## config.mk

```make
export PLATFORM = sky130hd
export DESIGN_NAME = fspi_frame_engine
export DESIGN_NICKNAME = d
export VERILOG_FILES = /design/src/rtl/fspi_pkg.sv /design/src/rtl/fspi_clkgen.sv /design/src/rtl/fspi_ctrl.sv /design/src/rtl/fspi_rxbuf.sv /design/src/rtl/fspi_frame_engine.sv
export SDC_FILE = /design/constraint.sdc
export NUM_CORES = 1
export LEC_CHECK = 0
export CORE_MARGIN = 8
export CORE_UTILIZATION = 32
export DETAILED_ROUTE_END_ITERATION = 10
export DONT_BUFFER_PORTS = 1
export HOLD_SLACK_MARGIN = 0.03
export PLACE_DENSITY = 0.51
export SYNTH_ARGS = -nofsm -noshare
export SYNTH_HDL_FRONTEND = slang
export SYNTH_SLANG_ARGS = --single-unit
```

## constraint.sdc

```tcl
create_clock -name clk -period 2.8 [get_ports clk]
set_input_delay 0.84 -clock clk [delete_from_list [all_inputs] [get_ports clk]]
set_output_delay 0.84 -clock clk [all_outputs]
set_load 0.05 [all_outputs]
```

## src/rtl/fspi_pkg.sv

```systemverilog
package fspi_pkg;
  typedef enum logic [1:0] {
    ST_IDLE,
    ST_SYNC,
    ST_LEAD,
    ST_SHIFT
  } fspi_state_e;
endpackage

```

## src/rtl/fspi_clkgen.sv

```systemverilog
// Serial clock source: free-running divider or synchronized external clock.
// Emits leading/trailing edge strobes in the system clock domain.
module fspi_clkgen #(
  parameter int HALF_DIV    = 4,
  parameter int SYNC_STAGES = 2
) (
  input  logic clk,
  input  logic rst_n,
  input  logic cfg_clk_master,
  input  logic cfg_cpol,
  input  logic sck_in,
  output logic sck_out,
  output logic lead_edge,
  output logic trail_edge
);
  logic wrap;
  logic ph_q, ph_d;
  logic [SYNC_STAGES:0] sync_q;
  logic ext_now, ext_old;

  generate
    if (HALF_DIV <= 1) begin : g_nodiv
      assign wrap = 1'b1;
    end else begin : g_div
      localparam int CW = $clog2(HALF_DIV);
      logic [CW-1:0] cnt_q, cnt_d;
      assign wrap = (cnt_q == CW'(HALF_DIV - 1));
      always_comb cnt_d = wrap ? '0 : cnt_q + 1'b1;
      always_ff @(posedge clk or negedge rst_n) begin
        if (!rst_n) cnt_q <= '0;
        else        cnt_q <= cnt_d;
      end
    end
  endgenerate

  always_comb ph_d = wrap ? ~ph_q : ph_q;

  always_ff @(posedge clk or negedge rst_n) begin
    if (!rst_n) begin
      ph_q   <= 1'b0;
      sync_q <= '0;
    end else begin
      ph_q   <= ph_d;
      sync_q <= {sync_q[SYNC_STAGES-1:0], sck_in};
    end
  end

  assign ext_now = sync_q[SYNC_STAGES-1] ^ cfg_cpol;
  assign ext_old = sync_q[SYNC_STAGES] ^ cfg_cpol;

  assign sck_out    = ph_q ^ cfg_cpol;
  assign lead_edge  = cfg_clk_master ? (wrap & ~ph_q) : (ext_now & ~ext_old);
  assign trail_edge = cfg_clk_master ? (wrap &  ph_q) : (~ext_now & ext_old);
endmodule

```

## src/rtl/fspi_ctrl.sv

```systemverilog
// Frame sequencing, transmit buffer and shift register.
module fspi_ctrl
  import fspi_pkg::*;
#(
  parameter int DATA_W   = 16,
  parameter int NARROW_W = 8
) (
  input  logic              clk,
  input  logic              rst_n,
  input  logic              lead_edge,
  input  logic              trail_edge,
  input  logic              cfg_frame_master,
  input  logic              cfg_wide,
  input  logic              fs_in,
  input  logic              sdi,
  input  logic              tx_wr,
  input  logic [DATA_W-1:0] tx_data,
  output logic              fs_out,
  output logic              sdo,
  output logic              tx_full,
  output logic              word_fin,
  output logic [DATA_W-1:0] rx_word,
  output logic              done
);
  localparam int CW = $clog2(DATA_W + 1);

  fspi_state_e       state_q, state_d;
  logic [DATA_W-1:0] sr_q, sr_d, txbuf_q, txbuf_d, shifted;
  logic [CW-1:0]     bit_q, bit_d;
  logic              full_q, full_d, fs_q, fs_d, sdo_q, sdo_d, done_q, done_d;
  logic              load, last, sr_msb, buf_msb;

  assign sr_msb  = cfg_wide ? sr_q[DATA_W-1]    : sr_q[NARROW_W-1];
  assign buf_msb = cfg_wide ? txbuf_q[DATA_W-1] : txbuf_q[NARROW_W-1];
  assign last    = (bit_q == (cfg_wide ? CW'(DATA_W - 1) : CW'(NARROW_W - 1)));
  assign shifted = {sr_q[DATA_W-2:0], sdi};

  always_comb begin
    state_d  = state_q;
    sr_d     = sr_q;
    bit_d    = bit_q;
    fs_d     = fs_q;
    sdo_d    = sdo_q;
    done_d   = 1'b0;
    load     = 1'b0;
    word_fin = 1'b0;
    unique case (state_q)
      ST_IDLE: begin
        if (cfg_frame_master) begin
          if (lead_edge && full_q) begin
            fs_d    = 1'b1;
            state_d = ST_SYNC;
          end
        end else if (trail_edge && fs_in) begin
          sr_d    = txbuf_q;
          load    = 1'b1;
          state_d = ST_LEAD;
        end
      end
      ST_SYNC: begin
        if (lead_edge) begin
          fs_d    = 1'b0;
          sr_d    = txbuf_q;
          sdo_d   = buf_msb;
          load    = 1'b1;
          bit_d   = '0;
          state_d = ST_SHIFT;
        end
      end
      ST_LEAD: begin
        if (lead_edge) begin
          sdo_d   = sr_msb;
          bit_d   = '0;
          state_d = ST_SHIFT;
        end
      end
      ST_SHIFT: begin
        if (lead_edge) sdo_d = sr_msb;
        if (trail_edge) begin
          sr_d  = shifted;
          bit_d = bit_q + 1'b1;
          if (last) begin
            word_fin = 1'b1;
            done_d   = 1'b1;
            state_d  = ST_IDLE;
          end
        end
      end
      default: state_d = ST_IDLE;
    endcase
    txbuf_d = tx_wr ? tx_data : txbuf_q;
    full_d  = tx_wr ? 1'b1 : (load ? 1'b0 : full_q);
  end

  always_ff @(posedge clk or negedge rst_n) begin
    if (!rst_n) begin
      state_q <= ST_IDLE;
      sr_q    <= '0;
      txbuf_q <= '0;
      bit_q   <= '0;
      full_q  <= 1'b0;
      fs_q    <= 1'b0;
      sdo_q   <= 1'b0;
      done_q  <= 1'b0;
    end else begin
      state_q <= state_d;
      sr_q    <= sr_d;
      txbuf_q <= txbuf_d;
      bit_q   <= bit_d;
      full_q  <= full_d;
      fs_q    <= fs_d;
      sdo_q   <= sdo_d;
      done_q  <= done_d;
    end
  end

  assign rx_word = cfg_wide ? shifted : {{(DATA_W-NARROW_W){1'b0}}, shifted[NARROW_W-1:0]};
  assign fs_out  = fs_q;
  assign sdo     = sdo_q;
  assign tx_full = full_q;
  assign done    = done_q;
endmodule

```

## src/rtl/fspi_rxbuf.sv

```systemverilog
// One-entry receive buffer with sticky overflow.
module fspi_rxbuf #(
  parameter int DATA_W = 16
) (
  input  logic              clk,
  input  logic              rst_n,
  input  logic              word_fin,
  input  logic [DATA_W-1:0] rx_word,
  input  logic              rx_rd,
  input  logic              ovf_clr,
  output logic [DATA_W-1:0] rx_data,
  output logic              rx_full,
  output logic              rx_ovf
);
  logic [DATA_W-1:0] data_q, data_d;
  logic full_q, full_d, ovf_q, ovf_d, store, spill;

  always_comb begin
    store  = word_fin && !full_q && !ovf_q;
    spill  = word_fin && (full_q || ovf_q);
    data_d = store ? rx_word : data_q;
    full_d = store ? 1'b1 : (rx_rd ? 1'b0 : full_q);
    ovf_d  = spill ? 1'b1 : (ovf_clr ? 1'b0 : ovf_q);
  end

  always_ff @(posedge clk or negedge rst_n) begin
    if (!rst_n) begin
      data_q <= '0;
      full_q <= 1'b0;
      ovf_q  <= 1'b0;
    end else begin
      data_q <= data_d;
      full_q <= full_d;
      ovf_q  <= ovf_d;
    end
  end

  assign rx_data = data_q;
  assign rx_full = full_q;
  assign rx_ovf  = ovf_q;
endmodule

```

## src/rtl/fspi_frame_engine.sv

```systemverilog
module fspi_frame_engine #(
  parameter int DATA_W      = 16,
  parameter int NARROW_W    = 8,
  parameter int HALF_DIV    = 4,
  parameter int SYNC_STAGES = 2
) (
  input  logic              clk,
  input  logic              rst_n,
  input  logic              cfg_clk_master,
  input  logic              cfg_frame_master,
  input  logic              cfg_cpol,
  input  logic              cfg_wide,
  input  logic              sck_in,
  output logic              sck_out,
  output logic              sck_oe,
  input  logic              fs_in,
  output logic              fs_out,
  output logic              fs_oe,
  input  logic              sdi,
  output logic              sdo,
  input  logic              tx_wr,
  input  logic [DATA_W-1:0] tx_data,
  output logic              tx_full,
  input  logic              rx_rd,
  output logic [DATA_W-1:0] rx_data,
  output logic              rx_full,
  output logic              rx_ovf,
  input  logic              ovf_clr,
  output logic              done
);
  logic              lead_edge, trail_edge, word_fin;
  logic [DATA_W-1:0] rx_word;

  fspi_clkgen #(.HALF_DIV(HALF_DIV), .SYNC_STAGES(SYNC_STAGES)) u_clk (
    .clk(clk), .rst_n(rst_n), .cfg_clk_master(cfg_clk_master), .cfg_cpol(cfg_cpol),
    .sck_in(sck_in), .sck_out(sck_out), .lead_edge(lead_edge), .trail_edge(trail_edge)
  );

  fspi_ctrl #(.DATA_W(DATA_W), .NARROW_W(NARROW_W)) u_ctrl (
    .clk(clk), .rst_n(rst_n), .lead_edge(lead_edge), .trail_edge(trail_edge),
    .cfg_frame_master(cfg_frame_master), .cfg_wide(cfg_wide), .fs_in(fs_in), .sdi(sdi),
    .tx_wr(tx_wr), .tx_data(tx_data), .fs_out(fs_out), .sdo(sdo), .tx_full(tx_full),
    .word_fin(word_fin), .rx_word(rx_word), .done(done)
  );

  fspi_rxbuf #(.DATA_W(DATA_W)) u_rx (
    .clk(clk), .rst_n(rst_n), .word_fin(word_fin), .rx_word(rx_word), .rx_rd(rx_rd),
    .ovf_clr(ovf_clr), .rx_data(rx_data), .rx_full(rx_full), .rx_ovf(rx_ovf)
  );

  assign sck_oe = cfg_clk_master;
  assign fs_oe  = cfg_frame_master;
endmodule

```

==> flow_summary.json <==
{
  "status": "finished, final reports clean",
  "required_ps": 3030,
  "r2r_slack_ps": 620,
  "power_density_nw_per_um2": 971,
  "ys_seq_area_share_pct": 52.2,
  "syn_avg_cell_area_sq_um": 12.9,
  "p_leak_nw": 1.61,
  "grt_max_degree": 68,
  "synth_ff_type": "dfrtp_1",
  "post_cts_resized": 0,
  "final_common_cell": "dfrtp_1",
  "htreeDepth": 3,
  "start_util_pct": 32.8,
  "gp_congestion": 0.726,
  "cts_inserted_buffers": 9,
  "cp-end-kind": "flop",
  "cap_violations": 0,
  "die_w_um": 116,
  "yosys.area.top_type_share_pct": 52.2,
  "fillCellCount": 989,
  "rsz0062_at_grt": "false",
  "antenna_left": 0,
  "clockRootBuffer": "clkbuf_8",
  "yosys.area.top_type": "dfrtp_1",
  "fmax_ghz": 0.457,
  "cts_tree": "yes",
  "rows": 36,
  "highest_layer": "met5",
  "final_cell_mix": "dfrtp_1 (67), mux2_2 (49), nand2_1 (20), inv_1 (16), mux2i_1 (11)",
  "cts.sinks": 67,
  "grt_pass1_wl_um": 10600,
  "io_buffer_count": 0,
  "report.final.setup_viol": 0,
  "worstSkewPairLatency_ps": 350,
  "drc": 0,
  "io_pins": 53,
  "place_ws_ps": 268,
  "cts_setup_buffers": 0,
  "register_area_sq_um": 1680,
  "multiInputGateArea_sq_um": 1380,
  "drive_above_1_share_pct": 33.3,
  "routed_wl_um": 6560,
  "grt_antenna_before_repair": 1,
  "tightest_slew_ps": 786,
  "netlist_area_sq_um": 3210,
  "synth_warnings": 0,
  "ys_ff_latch": 67,
  "layout.nets": 284,
  "crit_end": "u_ctrl.sr_q[6]$_DFFE_PN0P_",
  "fp.dieH_um": 116,
  "worstHoldPathType": "in -> async",
  "vias_per_cell": 4.87,
  "drt_iter0_drc": 74,
  "critPathLaunchType": "primary input",
  "reg2reg_to": "u_ctrl.sr_q[6]$_DFFE_PN0P_",
  "fin_ws_ps": 611,
  "critPathKind": "in -> reg",
  "p_total_mw": 3.44,
  "crit_start": "cfg_cpol",
  "worstPathMaxFanout": 16,
  "wl_met1_um": 2810,
  "r2r.worst_path.cells": 6,
  "postCtsHoldBufs": 0,
  "final-max-slew-violation-count": 0,
  "grt_pass1_vias": 1996,
  "synth_edf_count": 0,
  "arrival_ps": 2420,
  "grt_usage_pct": 10.3,
  "synth-async-reset-ratio_pct": 100,
  "wl_per_cell_um": 16.9,
  "timing.rr.start": "u_clk.sync_q[2]$_DFF_PN0_",
  "diodes": 0,
  "routed-wl-met3_um": 488,
  "vdd_drop_max_mv": 0.306,
  "gr-total-overflow": 0,
  "synth.top_cells.by_area": "dfrtp_1 (52%), mux2_2 (17%), mux2_4 (4.7%), mux2i_1 (3.4%), ha_1 (2.3%)",
  "ys_types": 41,
  "die_area_sq_um": 13500,
  "syn2layout_area_growth_pct": 10.4,
  "finalHoldViolations": 0,
  "whs_ps": 187,
  "firstDrtPassIters": 4,
  "skew_ps": 12.5,
  "finalSetupTns_ps": 0,
  "core-area_sq_um": 9770,
  "vias": 1890,
  "route.met2.wl_um": 3070,
  "clk_path_buf_depth": 2,
  "min_period_over_period_pct": 78.2,
  "syn_inst": 249,
  "path_clk_slew_ps": 80,
  "place_hpwl_um": 4500,
  "finalCriticalPeriod_ps": 2190,
  "syn_nets": 283,
  "worst_slew_margin_rel_pct": 47.0
}
worst max-delay path: stages:
cell and delay, ps:
or4b_1 550, a41oi_2 220, a21oi_1 60, a211o_1 270, buf_12 170, mux2_4 290
how the worst min path moves through the flow:
stage | to | startpoint | depth (start not counted)
2_1_floorplan | u_clk.sync_q[1]$_DFF_PN0_ | u_clk.sync_q[0]$_DFF_PN0_ | 0
3_3_place_gp | u_clk.sync_q[1]$_DFF_PN0_ | u_clk.sync_q[0]$_DFF_PN0_ | 0
3_5_place_dp | u_clk.sync_q[1]$_DFF_PN0_ | u_clk.sync_q[0]$_DFF_PN0_ | 0
4_1_cts | u_rx.rx_data[10]$_DFFE_PN0P_ | rst_n | 0
5_1_grt | u_ctrl.state_q[0]$_DFFE_PN0P_ | rst_n | 0
6_report | u_ctrl.sr_q[11]$_DFFE_PN0P_ | rst_n | 0
state kept, by name, summed over array words and instances, names as in the netlist:
name               count
u_clk.ph_q             1
u_ctrl.txbuf_q        16
u_ctrl.state_q         2
u_ctrl.bit_q           5
u_ctrl.sdo             1
u_ctrl.tx_full         1
u_rx.rx_data          16
u_clk.sync_q           3
u_ctrl.fs_out          1
u_ctrl.sr_q           16
u_clk.g_div.cnt_q      2
u_rx.rx_full           1
u_ctrl.done            1
u_rx.rx_ovf            1
Yosys cell counts (2+ instances only):
library cell / number
a21oi_1: 3
a22o_1: 3
and3b_1: 2
buf_2: 2
buf_4: 3
buf_6: 2
clkbuf_1: 6
dfrtp_1: 67
ha_1: 6
inv_1: 16
mux2_2: 49
mux2_4: 10
mux2i_1: 11
nand2_1: 20
nand2b_1: 2
nand3_1: 7
nand4_1: 2
nor2_1: 4
nor3_1: 4
nor3b_1: 2
o21ai_0: 5
or3_1: 2
xor2_1: 3
cell families (layout without fill, tap and decap cells):
family	count (synthesis)	in the layout	synth area share, %
and+or+nand+nor	50	50	8.15
AOI/OAI and AO/OA	22	22	5.54
DFF	67	67	52.2
adders and majority gates	6	6	2.34
buffers and inverters	30	36	4.91
muxes	71	71	26.0
xor gates and xnor gates	3	3	0.819
power breakdown:
| group | internal (mW) | switching [mW] |
|---|---|---|
| logic | 0.715 | 0.483 |
| clock network | 0.435 | 0.392 |
| registers | 1.18 | 0.232 |
| total | 2.33 | 1.11 |
cell type report:
| class | count | area share (%) |
|---|---|---|
| Sequential cell | 67 | 47.3 |
| Clock buffer | 10 | 3.89 |
| Clock inverter | 6 | 1.84 |
| Multi-Input combinational cell | 152 | 39.0 |
| Inverter | 16 | 1.70 |
| Timing Repair Buffer | 4 | 1.55 |
| Tap cell | 133 | 4.70 |
layer usage:
| layer | up-vias | global-route usage [%] |
|---|---|---|
| met3 | 18 | 3.88 |
| met2 | 39 | 15.6 |
| met1 | 952 | 12.3 |
| li1 | 879 | - |
| met4 | 2 | 6.14 |
| met5 | - | 0 |
metrics by stage:
| stage | cells | area [sq um] | utilization, % |
|---|---|---|---|
| 6_report | 388 | 3540 | 36.2 |
| 5_1_grt | 388 | 3540 | 36.2 |
| 4_1_cts | 388 | 3540 | 36.2 |
| 3_5_place_dp | 372 | 3340 | 34.2 |
| 3_3_place_gp | 372 | 3340 | 34.2 |
| 2_1_floorplan | 249 | 3210 | - |
Power figures use the tool's default switching activity.
